==> config.mk <==
export PLATFORM = sky130hd
export DESIGN_NAME = array_rail_sequencer
export DESIGN_NICKNAME = d
export VERILOG_FILES = /design/src/rtl/rail_seq_pkg.sv /design/src/rtl/rail_us_timer.sv /design/src/rtl/rail_write_table.sv /design/src/rtl/array_rail_sequencer.sv
export SDC_FILE = /design/constraint.sdc
export NUM_CORES = 1
export LEC_CHECK = 0
export ABC_AREA = 1
export BUFFER_PORTS_ARGS = -buffer_cell sky130_fd_sc_hd__buf_2
export CAP_MARGIN = 25
export CORE_ASPECT_RATIO = 1.25
export CORE_UTILIZATION = 51
export CTS_BUF_LIST = sky130_fd_sc_hd__clkbuf_8
export CTS_CLUSTER_DIAMETER = 80
export CTS_CLUSTER_SIZE = 25
export DETAILED_ROUTE_END_ITERATION = 12
export GPL_ROUTABILITY_DRIVEN = 0
export PLACE_DENSITY = 0.88
export SKIP_LAST_GASP = 1
export SLEW_MARGIN = 20
export SYNTH_ARGS = -nofsm -noshare
export SYNTH_HDL_FRONTEND = slang
export SYNTH_HIERARCHICAL = 1
export SYNTH_SLANG_ARGS = --single-unit
==> constraint.sdc <==
create_clock -name clk -period 5.8 [get_ports clk]
set_input_delay 0.29 -clock clk [delete_from_list [all_inputs] [get_ports clk]]
set_output_delay 0.29 -clock clk [all_outputs]
set_load 0.01 [all_outputs]
==> src/rtl/rail_seq_pkg.sv <==
// Shared state encoding and fixed register values for the rail sequencer.
// Assumes: values are byte wide and zero-extended onto the data bus.
package rail_seq_pkg;

    typedef enum logic [3:0] {
        ST_IDLE,
        ST_EVT_CLR,
        ST_SETTLE,
        ST_CLK_OVR,
        ST_MODE,
        ST_POLL,
        ST_GAP,
        ST_CLK_RST,
        ST_EVT_SET,
        ST_FINISH
    } seq_state_t;

    localparam logic RAIL_CORE = 1'b0;
    localparam logic RAIL_MEM  = 1'b1;

    localparam logic [7:0] MUX_SAFE_VAL    = 8'h13;
    localparam logic [7:0] MUX_NORMAL_VAL  = 8'h03;
    localparam logic [7:0] PLL_SAFE_VAL    = 8'hB0;
    localparam logic [7:0] PLL_NORMAL_VAL  = 8'h30;
    localparam logic [7:0] MODE_MEM_VAL    = 8'h00;
    localparam logic [7:0] MODE_CORE_VAL   = 8'h10;
    localparam logic [7:0] STS_MASK        = 8'h0F;
    localparam logic [7:0] STS_MEM_DONE    = 8'h00;
    localparam logic [7:0] STS_CORE_DONE   = 8'h03;
    localparam logic [7:0] EVT_LOW_VAL     = 8'h00;
    localparam logic [7:0] EVT_HIGH_VAL    = 8'h01;

endpackage

==> src/rtl/rail_us_timer.sv <==
// Microsecond timer: after start it counts us_count periods of CLK_MHZ
// cycles and then pulses expired for one cycle.
// Assumes: CLK_MHZ >= 2 and us_count >= 1; a new start restarts the count.
module rail_us_timer #(
    parameter int CLK_MHZ = 250,
    parameter int CNT_W   = 2
) (
    input  logic             clk,
    input  logic             rst_n,
    input  logic             start,
    input  logic [CNT_W-1:0] us_count,
    output logic             expired
);
    localparam int DIV_W = $clog2(CLK_MHZ + 1);
    localparam logic [DIV_W-1:0] DIV_LOAD = DIV_W'(CLK_MHZ - 1);

    logic             running;
    logic [DIV_W-1:0] div_cnt;
    logic [CNT_W-1:0] us_left;

    // Cycle divider and microsecond countdown.
    always_ff @(posedge clk) begin
        if (!rst_n) begin
            running <= 1'b0;
            div_cnt <= '0;
            us_left <= '0;
            expired <= 1'b0;
        end else begin
            expired <= 1'b0;
            if (start) begin
                running <= 1'b1;
                div_cnt <= DIV_LOAD;
                us_left <= us_count;
            end else if (running) begin
                if (div_cnt == '0) begin
                    div_cnt <= DIV_LOAD;
                    if (us_left == CNT_W'(1)) begin
                        running <= 1'b0;
                        expired <= 1'b1;
                    end else begin
                        us_left <= us_left - CNT_W'(1);
                    end
                end else begin
                    div_cnt <= div_cnt - DIV_W'(1);
                end
            end
        end
    end

endmodule

==> src/rtl/rail_write_table.sv <==
// Write step table: maps the current write phase and step index to the
// address and data of the access, and flags the last step of the phase.
// Assumes: only queried in write phases; clock phases have three steps.
module rail_write_table
    import rail_seq_pkg::*;
#(
    parameter int            AW         = 12,
    parameter int            DW         = 32,
    parameter int            IDX_W      = 3,
    parameter int            NUM_EVENTS = 6,
    parameter logic [AW-1:0] MODE_ADDR  = 12'h010,
    parameter logic [AW-1:0] CMUX_ADDR  = 12'h020,
    parameter logic [AW-1:0] PLL0_ADDR  = 12'h030,
    parameter logic [AW-1:0] PLL1_ADDR  = 12'h034,
    parameter logic [AW-1:0] EVT_BASE   = 12'h040,
    parameter int            EVT_STRIDE = 4
) (
    input  seq_state_t       phase,
    input  logic [IDX_W-1:0] idx,
    input  logic             target,
    output logic [AW-1:0]    addr,
    output logic [DW-1:0]    data,
    output logic             last
);
    // Decode phase and index into one bus access.
    always_comb begin
        addr = '0;
        data = '0;
        last = 1'b1;
        case (phase)
            ST_EVT_CLR, ST_EVT_SET: begin
                addr = EVT_BASE + AW'(idx) * AW'(EVT_STRIDE);
                data = (phase == ST_EVT_SET) ? DW'(EVT_HIGH_VAL) : DW'(EVT_LOW_VAL);
                last = (idx == IDX_W'(NUM_EVENTS - 1));
            end
            ST_CLK_OVR, ST_CLK_RST: begin
                last = (idx == IDX_W'(2));
                if (idx == '0) begin
                    addr = CMUX_ADDR;
                    data = (phase == ST_CLK_OVR) ? DW'(MUX_SAFE_VAL) : DW'(MUX_NORMAL_VAL);
                end else begin
                    addr = (idx == IDX_W'(1)) ? PLL0_ADDR : PLL1_ADDR;
                    data = (phase == ST_CLK_OVR) ? DW'(PLL_SAFE_VAL) : DW'(PLL_NORMAL_VAL);
                end
            end
            ST_MODE: begin
                addr = MODE_ADDR;
                data = (target == RAIL_MEM) ? DW'(MODE_MEM_VAL) : DW'(MODE_CORE_VAL);
            end
            default: begin
                addr = '0;
                data = '0;
                last = 1'b1;
            end
        endcase
    end

endmodule

==> src/rtl/array_rail_sequencer.sv <==
// Memory array supply switch sequencer. Accepts a rail request while idle,
// runs the revision-dependent write/poll sequence over single-beat write
// and read ports, and reports done or timeout with the selected rail.
// Assumes: acknowledges arrive at least one cycle after their strobe;
// hw_version is static while a sequence runs.
module array_rail_sequencer
    import rail_seq_pkg::*;
#(
    parameter int            CLK_MHZ       = 250,
    parameter int            AW            = 12,
    parameter int            DW            = 32,
    parameter int            NUM_EVENTS    = 6,
    parameter int            SETTLE_US     = 2,
    parameter int            POLL_BUDGET   = 10,
    parameter logic [31:0]   LEGACY_LIMIT  = 32'h1002_0000,
    parameter logic [AW-1:0] MODE_ADDR     = 12'h010,
    parameter logic [AW-1:0] STAT_ADDR     = 12'h014,
    parameter logic [AW-1:0] CMUX_ADDR     = 12'h020,
    parameter logic [AW-1:0] PLL0_ADDR     = 12'h030,
    parameter logic [AW-1:0] PLL1_ADDR     = 12'h034,
    parameter logic [AW-1:0] EVT_BASE      = 12'h040,
    parameter int            EVT_STRIDE    = 4
) (
    input  logic          clk,
    input  logic          rst_n,
    input  logic          req_valid,
    input  logic          req_rail,
    input  logic [31:0]   hw_version,
    output logic          wr_stb,
    output logic [AW-1:0] wr_addr,
    output logic [DW-1:0] wr_data,
    input  logic          wr_ack,
    output logic          rd_stb,
    output logic [AW-1:0] rd_addr,
    input  logic [DW-1:0] rd_data,
    input  logic          rd_ack,
    output logic          busy,
    output logic          done,
    output logic          timeout,
    output logic          cur_rail
);
    localparam int IDX_W = (NUM_EVENTS > 4) ? $clog2(NUM_EVENTS) : 2;
    localparam int PW    = $clog2(POLL_BUDGET + 1);
    localparam int TW    = $clog2(((SETTLE_US > 1) ? SETTLE_US : 1) + 1);

    seq_state_t       state;
    seq_state_t       after_write;
    seq_state_t       post_state;
    logic [IDX_W-1:0] idx;
    logic             target;
    logic             legacy;
    logic             tmo_flag;
    logic [PW-1:0]    polls_left;
    logic             wr_wait;
    logic             rd_wait;
    logic             cur_rail_q;
    logic             done_q;
    logic             tmo_q;
    logic             tbl_last;
    logic             is_wr_phase;
    logic             sts_hit;
    logic             is_legacy;
    logic             tmr_start;
    logic [TW-1:0]    tmr_count;
    logic             tmr_expired;

    rail_write_table #(
        .AW(AW), .DW(DW), .IDX_W(IDX_W), .NUM_EVENTS(NUM_EVENTS),
        .MODE_ADDR(MODE_ADDR), .CMUX_ADDR(CMUX_ADDR), .PLL0_ADDR(PLL0_ADDR),
        .PLL1_ADDR(PLL1_ADDR), .EVT_BASE(EVT_BASE), .EVT_STRIDE(EVT_STRIDE)
    ) u_table (
        .phase (state),
        .idx   (idx),
        .target(target),
        .addr  (wr_addr),
        .data  (wr_data),
        .last  (tbl_last)
    );

    rail_us_timer #(.CLK_MHZ(CLK_MHZ), .CNT_W(TW)) u_timer (
        .clk     (clk),
        .rst_n   (rst_n),
        .start   (tmr_start),
        .us_count(tmr_count),
        .expired (tmr_expired)
    );

    // Strobes, status match and revision decode.
    always_comb begin
        is_wr_phase = (state == ST_EVT_CLR) || (state == ST_CLK_OVR) || (state == ST_MODE)
                   || (state == ST_CLK_RST) || (state == ST_EVT_SET);
        wr_stb    = is_wr_phase && !wr_wait;
        rd_stb    = (state == ST_POLL) && !rd_wait;
        rd_addr   = STAT_ADDR;
        sts_hit   = (rd_data & DW'(STS_MASK))
                 == DW'((target == RAIL_MEM) ? STS_MEM_DONE : STS_CORE_DONE);
        is_legacy = (hw_version < LEGACY_LIMIT);
        tmr_start = ((state == ST_EVT_CLR) && wr_wait && wr_ack && tbl_last)
                 || ((state == ST_POLL) && rd_wait && rd_ack && !sts_hit
                     && (polls_left != PW'(1)));
        tmr_count = (state == ST_EVT_CLR) ? TW'(SETTLE_US) : TW'(1);
    end

    // Phase that follows the last write of the current phase, and the
    // first phase after polling; the post-switch order depends on direction.
    always_comb begin
        case (state)
            ST_EVT_CLR: after_write = ST_SETTLE;
            ST_CLK_OVR: after_write = ST_MODE;
            ST_MODE:    after_write = ST_POLL;
            ST_CLK_RST: after_write = (target == RAIL_MEM) ? ST_EVT_SET : ST_FINISH;
            ST_EVT_SET: after_write = (target == RAIL_MEM) ? ST_FINISH : ST_CLK_RST;
            default:    after_write = ST_IDLE;
        endcase
        if (!legacy)
            post_state = ST_FINISH;
        else
            post_state = (target == RAIL_MEM) ? ST_CLK_RST : ST_EVT_SET;
    end

    // Sequencer state, access handshakes, poll budget and result flags.
    always_ff @(posedge clk) begin
        if (!rst_n) begin
            state      <= ST_IDLE;
            idx        <= '0;
            target     <= RAIL_CORE;
            legacy     <= 1'b0;
            tmo_flag   <= 1'b0;
            polls_left <= '0;
            wr_wait    <= 1'b0;
            rd_wait    <= 1'b0;
            cur_rail_q <= RAIL_CORE;
            done_q     <= 1'b0;
            tmo_q      <= 1'b0;
        end else begin
            done_q <= 1'b0;
            tmo_q  <= 1'b0;
            case (state)
                ST_IDLE: begin
                    if (req_valid) begin
                        target   <= req_rail;
                        legacy   <= is_legacy;
                        tmo_flag <= 1'b0;
                        idx      <= '0;
                        state    <= is_legacy ? ST_EVT_CLR : ST_MODE;
                    end
                end
                ST_EVT_CLR, ST_CLK_OVR, ST_MODE, ST_CLK_RST, ST_EVT_SET: begin
                    if (!wr_wait) begin
                        wr_wait <= 1'b1;
                    end else if (wr_ack) begin
                        wr_wait <= 1'b0;
                        if (!tbl_last) begin
                            idx <= idx + IDX_W'(1);
                        end else begin
                            idx   <= '0;
                            state <= after_write;
                            if (state == ST_MODE)
                                polls_left <= PW'(POLL_BUDGET);
                        end
                    end
                end
                ST_SETTLE: begin
                    if (tmr_expired)
                        state <= ST_CLK_OVR;
                end
                ST_POLL: begin
                    if (!rd_wait) begin
                        rd_wait <= 1'b1;
                    end else if (rd_ack) begin
                        rd_wait <= 1'b0;
                        if (sts_hit) begin
                            state <= post_state;
                        end else if (polls_left == PW'(1)) begin
                            tmo_flag <= 1'b1;
                            state    <= post_state;
                        end else begin
                            polls_left <= polls_left - PW'(1);
                            state      <= ST_GAP;
                        end
                    end
                end
                ST_GAP: begin
                    if (tmr_expired)
                        state <= ST_POLL;
                end
                ST_FINISH: begin
                    done_q <= !tmo_flag;
                    tmo_q  <= tmo_flag;
                    if (!tmo_flag)
                        cur_rail_q <= target;
                    state <= ST_IDLE;
                end
                default: state <= ST_IDLE;
            endcase
        end
    end

    assign busy     = (state != ST_IDLE);
    assign done     = done_q;
    assign timeout  = tmo_q;
    assign cur_rail = cur_rail_q;

endmodule

Yosys cells after proc, flatten, opt, wreduce, memory -nomap -nowiden
Index checks and enable logic that the tools add are counted.
Widths: inputs -> output; s select.
- register bits: 31
- latch bits: 0
- bits in writable memories: 0
- ROM bits: 0
- output and inout port bits: 62
- logic and storage cells: 160
- memories: 0
- add/subtract/negate cells: 5
- multipliers: 0
- div/mod/pow operators: 0
- magnitude comparators: 1
- eq/ne operators: 29
- shifts and indexed selects: 0
- mux-type cells: 65
- bitwise logic cells: 4
- reduce and logical (&&, ||, !) cells: 40
- operators by type and width (operator ; number):
    $pmux 32 s3 ; 1
    $mux 4 ; 21
    $pmux 4 s5 ; 2
    $pmux 12 s3 ; 1
    $lt 32x29->1 const B ; 1
    $mux 32 ; 1
    $mux 8 ; 4
    $ne 2x2->1 const B ; 10
    $mux 3 ; 6
    $eq 4x3->1 const B ; 4
    $mux 1 ; 16
    $mux 12 ; 1
    $mux 2 ; 6
    $mux 5 ; 2
    $reduce_bool 2->1 ; 5
    $logic_and 1x1->1 ; 9
    $reduce_and 9->1 ; 1
    $add 7x5->8 const A ; 1
    $eq 4x1->1 const B ; 2
    $eq 4x2->1 const B ; 2
    $eq 4x4->1 const B ; 2
    $logic_not 8->1 ; 1
    $pmux 4 s2 ; 1
    $reduce_and 8->1 ; 1
    other kinds (26) ; 43

Longest topological paths before layout
- depth after elaboration: 8
- gate-level depth with buffers: 15
- mapped depth without buffers: 15

Hierarchy
The synthesis kept the hierarchy.
- modules (own cells, without submodules) (module ; times used ; cells an instance ; area each (µm²) ; sequential area each (µm²)):
    array_rail_sequencer ; 1 ; 230 ; 1463.9 ; 380.4
    rail_us_timer ; 1 ; 93 ; 696.9 ; 240.2
    rail_write_table ; 1 ; 76 ; 445.4 ; 0.0

Worst setup path after synthesis
Ideal clock, no wire load.
- kind: flip-flop to flip-flop
- start: register state[2]
- end: register u_timer.div_cnt[3]
- library setup time: 0.120 ns
- data arrival time: 2.045 ns
- data required time: 5.680 ns
- slack: 3.635 ns
- cell stages (with the launch flop): 11
- buffers on the path: 0
- clock period less this slack: 2.165 ns
- path through: dfxtp_1 > inv_2 > nor2_1 > nand2_2 > o31ai_1 > inv_2 > nand2_4 > nand2_4 > nor2_4 > xnor2_1 > a21oi_2
- longest elaborated chain between the ends: 7
- ends and longest elaborated chain (what ; line ; RTL):
    start: declaration ; array_rail_sequencer.sv:46 ; seq_state_t state;
    start signal: assignment ; array_rail_sequencer.sv:145 ; state <= is_legacy ? ST_EVT_CLR : ST_MODE;
    start signal: assignment ; array_rail_sequencer.sv:157 ; state <= after_write;
    start signal: assignment ; array_rail_sequencer.sv:173 ; state <= post_state;
    parallel branches: the longest is 5 deep, another holds $eq 4x2->1 ; - ;
    $logic_or 1x1->1 * ; array_rail_sequencer.sv:99 ; || ((state == ST_POLL) && rd_wait && rd_ack && !sts_hit
    via tmr_start ; array_rail_sequencer.sv:63 ; logic tmr_start;
    $mux 8 or $reduce_bool 2->1 (tied branches) ; - ;
    end signal: assignment ; rail_us_timer.sv:44 ; div_cnt <= div_cnt - DIV_W'(1);
    end: declaration ; rail_us_timer.sv:18 ; logic [DIV_W-1:0] div_cnt;
Mark *: on every way through the listed nets, which the timed path passes.
A chain may end at the register's enable or synchronous reset.

Final worst setup path
- start: register state[0]
- end: register u_timer.div_cnt[3]
Same word-level chain as after synthesis.

==> flow_summary.ini <==
[status]
status = finished clean

[sta]
min_period_over_period_pct = 46.06
rsz0062_at_grt = no
slew_viol_final = 0
finalCriticalPeriod_ns = 2.671
hold_violations = 0
setup_violations = 0
slew_headroom_pct = 44.84
tightestPinTransition_ns = 0.8203
timing.fmax_mhz = 374.4
setup_slack_ns = 3.129
finClkSkew_ns = 0.006058
tns_ns = 0

[placement]
port_buffers = 40
dp_hpwl_mm = 4.205
place_ws_ns = 3.142
placed_area_um2 = 2689

[yosys]
synthTopCellsByArea = dfxtp_1 24%, buf_4 13%, nand2_1 11%, nor2_1 7.5%, inv_1 6.8%
netlist_area_um2 = 2606
ys_ff_latch = 31
synth_area_per_cell_um2 = 6.532
synth-main-ff-cell = dfxtp_1
yosys.area.top_type = dfxtp_1
yosys_warnings = 6
synthDominantCellAreaShare_pct = 23.81
ys_async_sr_fraction_pct = 0
synth_cells = 399
synth-seq-area-share_pct = 23.81
synth_edf_count = 0
ys_types = 39

[setup_path]
path_class = reg -> reg
r2r_slack_ns = 3.13
cp-end-kind = flop
path_cells = inv_1 -> nor2_2 -> nand2_2 -> o31ai_1 -> inv_2 -> nand2_4 -> nand2_4 -> nor2_4 -> xnor2_1 -> a21oi_2
crit_arrival_ns = 2.84
critPathMaxFanout = 12
crit_path_start_kind = flop
worstReg2RegEnd = u_timer/div_cnt[3]
reg2reg_depth = 10
crit_top_cell = nand2_4
critPathTopFamily = compound AO/OA/AOI/OAI gates
cp_slowest_stage_delay_ns = 0.75
critPathRequiredTime_ns = 5.97
worst-path-buf-inv = 2
slowest_stage = o31ai_1
r2r_start = state[0]

[clock_network]
numCtsBuffers = 5
cts_tree = yes
clk_pin_slew_ns = 0.06
cts_buffer_depth = 2
holdBufCountCts = 0
htree_num_levels = 2
cts_resized = 0
cts_sinks = 31
post_cts_buffers = 0
insertion_delay_ns = 0.28
root_buffer = clkbuf_8

[finish]
mostFrequentLayoutCells = 79 x nand2_1, 52 x nor2_1, 48 x inv_1
final_core_util_pct = 57.12
syn2layout_area_growth_pct = 5.953
final_area_um2 = 2761
drive_above_1_share_pct = 19.32
final_common_cell = nand2_1
nets = 517
num_antenna_cells = 0

[route]
drcViolationCount = 0
wl_per_cell_um = 10.32
drtAntennaViolNets = 0
dr.pass1.iters = 4
vias = 2444
drtIter0Drc = 91
drt_wl_total_mm = 5.160
viasPerCell = 4.888

[min_path]
hold_path_class = in -> reg
hold_path_depth = 3
min_to = target
hp-start = req_rail

[power_and_ir_drop]
ir_drop_mv = 0.2192
power_frac_clock_pct = 15.2
power_density_nw_per_um2 = 365.1
power.total_uw = 1008
p_leak_uw = 0.001387
p_switching_uw = 495.2
sequentialPowerShare_pct = 30.1
p_int_uw = 513.0
combPwrFrac_pct = 54.7
switching_share_pct = 49.11

[grt]
grt_pass1_vias = 2228
grt_pass1_wl_mm = 8.949
track_usage_pct = 21.20
antenna_found_initial = 0
grt-ovfl-total = 0
grt_max_degree = 14

[floorplan]
fp-row-count = 28
die_w_um = 65.94
die_h_um = 81.93
dieArea_um2 = 5402
coreArea_um2 = 4835
start_util_pct = 53.91
io_pins = 132

[flow_run]
maxCapViolCount = 0
## metrics by stage
| stage | std cells | hold slack, ns |
|---|---|---|
| final | 500 | 0.3125 |
| after global routing | 500 | 0.3521 |
| after CTS | 500 | 0.3067 |
| after detailed placement | 494 | 0.4630 |
| after global placement | 494 | 0.4543 |
| after floorplan | 442 | 0.4104 |
## per-layer routing
layer | part of all wire [%] | vias to the layer above | global-route usage, %
li1 | - | 1259 | -
met5 | 0 | - | 0
met3 | 4.7 | 13 | 3.750
met2 | 52 | 71 | 40.10
met4 | 3.4 | 0 | 11.06
met1 | 40 | 1101 | 21.89
## cell type report
| type | instances | area (um2) |
|---|---|---|
| fillers | 480 | 2073 |
| multi-input cells | 308 | 1583 |
| flip-flops and latches | 31 | 620.6 |
| inverters | 55 | 210.2 |
| repair buffers | 40 | 200.2 |
| well taps | 60 | 75.07 |
| clock buffers | 5 | 68.82 |
| clock inverters | 1 | 3.754 |
## power groups by stage
stage	logic, uW	clock network, uW	registers, uW
2_1_floorplan	460	0	293
3_3_place_gp	529	0	305
5_1_grt	629	169	312
6_report	552	153	304
4_1_cts	549	157	302
3_5_place_dp	547	0	307
## worst max path at each step
| stage | start | endpoint | slack [ns] | cells past startpoint |
|---|---|---|---|---|
| after floorplan | state[2] | u_timer/div_cnt[3] | 3.63 | 10 |
| after global placement | state[0] | u_timer/div_cnt[3] | 3.25 | 10 |
| after detailed placement | state[0] | u_timer/div_cnt[3] | 3.14 | 10 |
| after CTS | state[0] | u_timer/div_cnt[3] | 3.13 | 10 |
| after global routing | state[0] | u_timer/div_cnt[3] | 2.91 | 10 |
| final | state[0] | u_timer/div_cnt[3] | 3.13 | 10 |
## worst register-to-register path: stages (launching register included)
cell and delay, ns:
dfxtp_1 0.57, inv_1 0.13, nor2_2 0.20, nand2_2 0.17, o31ai_1 0.75, inv_2 0.20
nand2_4 0.18, nand2_4 0.07, nor2_4 0.09, xnor2_1 0.13, a21oi_2 0.07
## flip-flops by register name, summed over array words and instances (netlist names), 2 cells and up
| register | flops |
|---|---|
| state | 4 |
| polls_left | 4 |
| u_timer/us_left | 2 |
| idx | 3 |
| u_timer/div_cnt | 8 |
## Yosys cell counts (all sizes together), types with 3 or more instances
library cell,n
nand2,91
nor2,63
inv,54
buf,47
nand3,32
dfxtp,31
a21oi,22
o21ai,19
ha,6
o2111ai,5
nand4,4
conb,3
xor2,3
## kinds of logic after synthesis
group,Yosys count,synth area share [%]
buffers and inverters,103,21.65
xor gates and xnor gates,5,1.681
adders and majority gates,6,2.880
AOI/OAI and AO/OA,52,11.81
and+or+nand+nor,198,37.35
other,3,0.4320
DFF,31,23.81
muxes,1,0.3841
(Power assumes the default switching activity.)
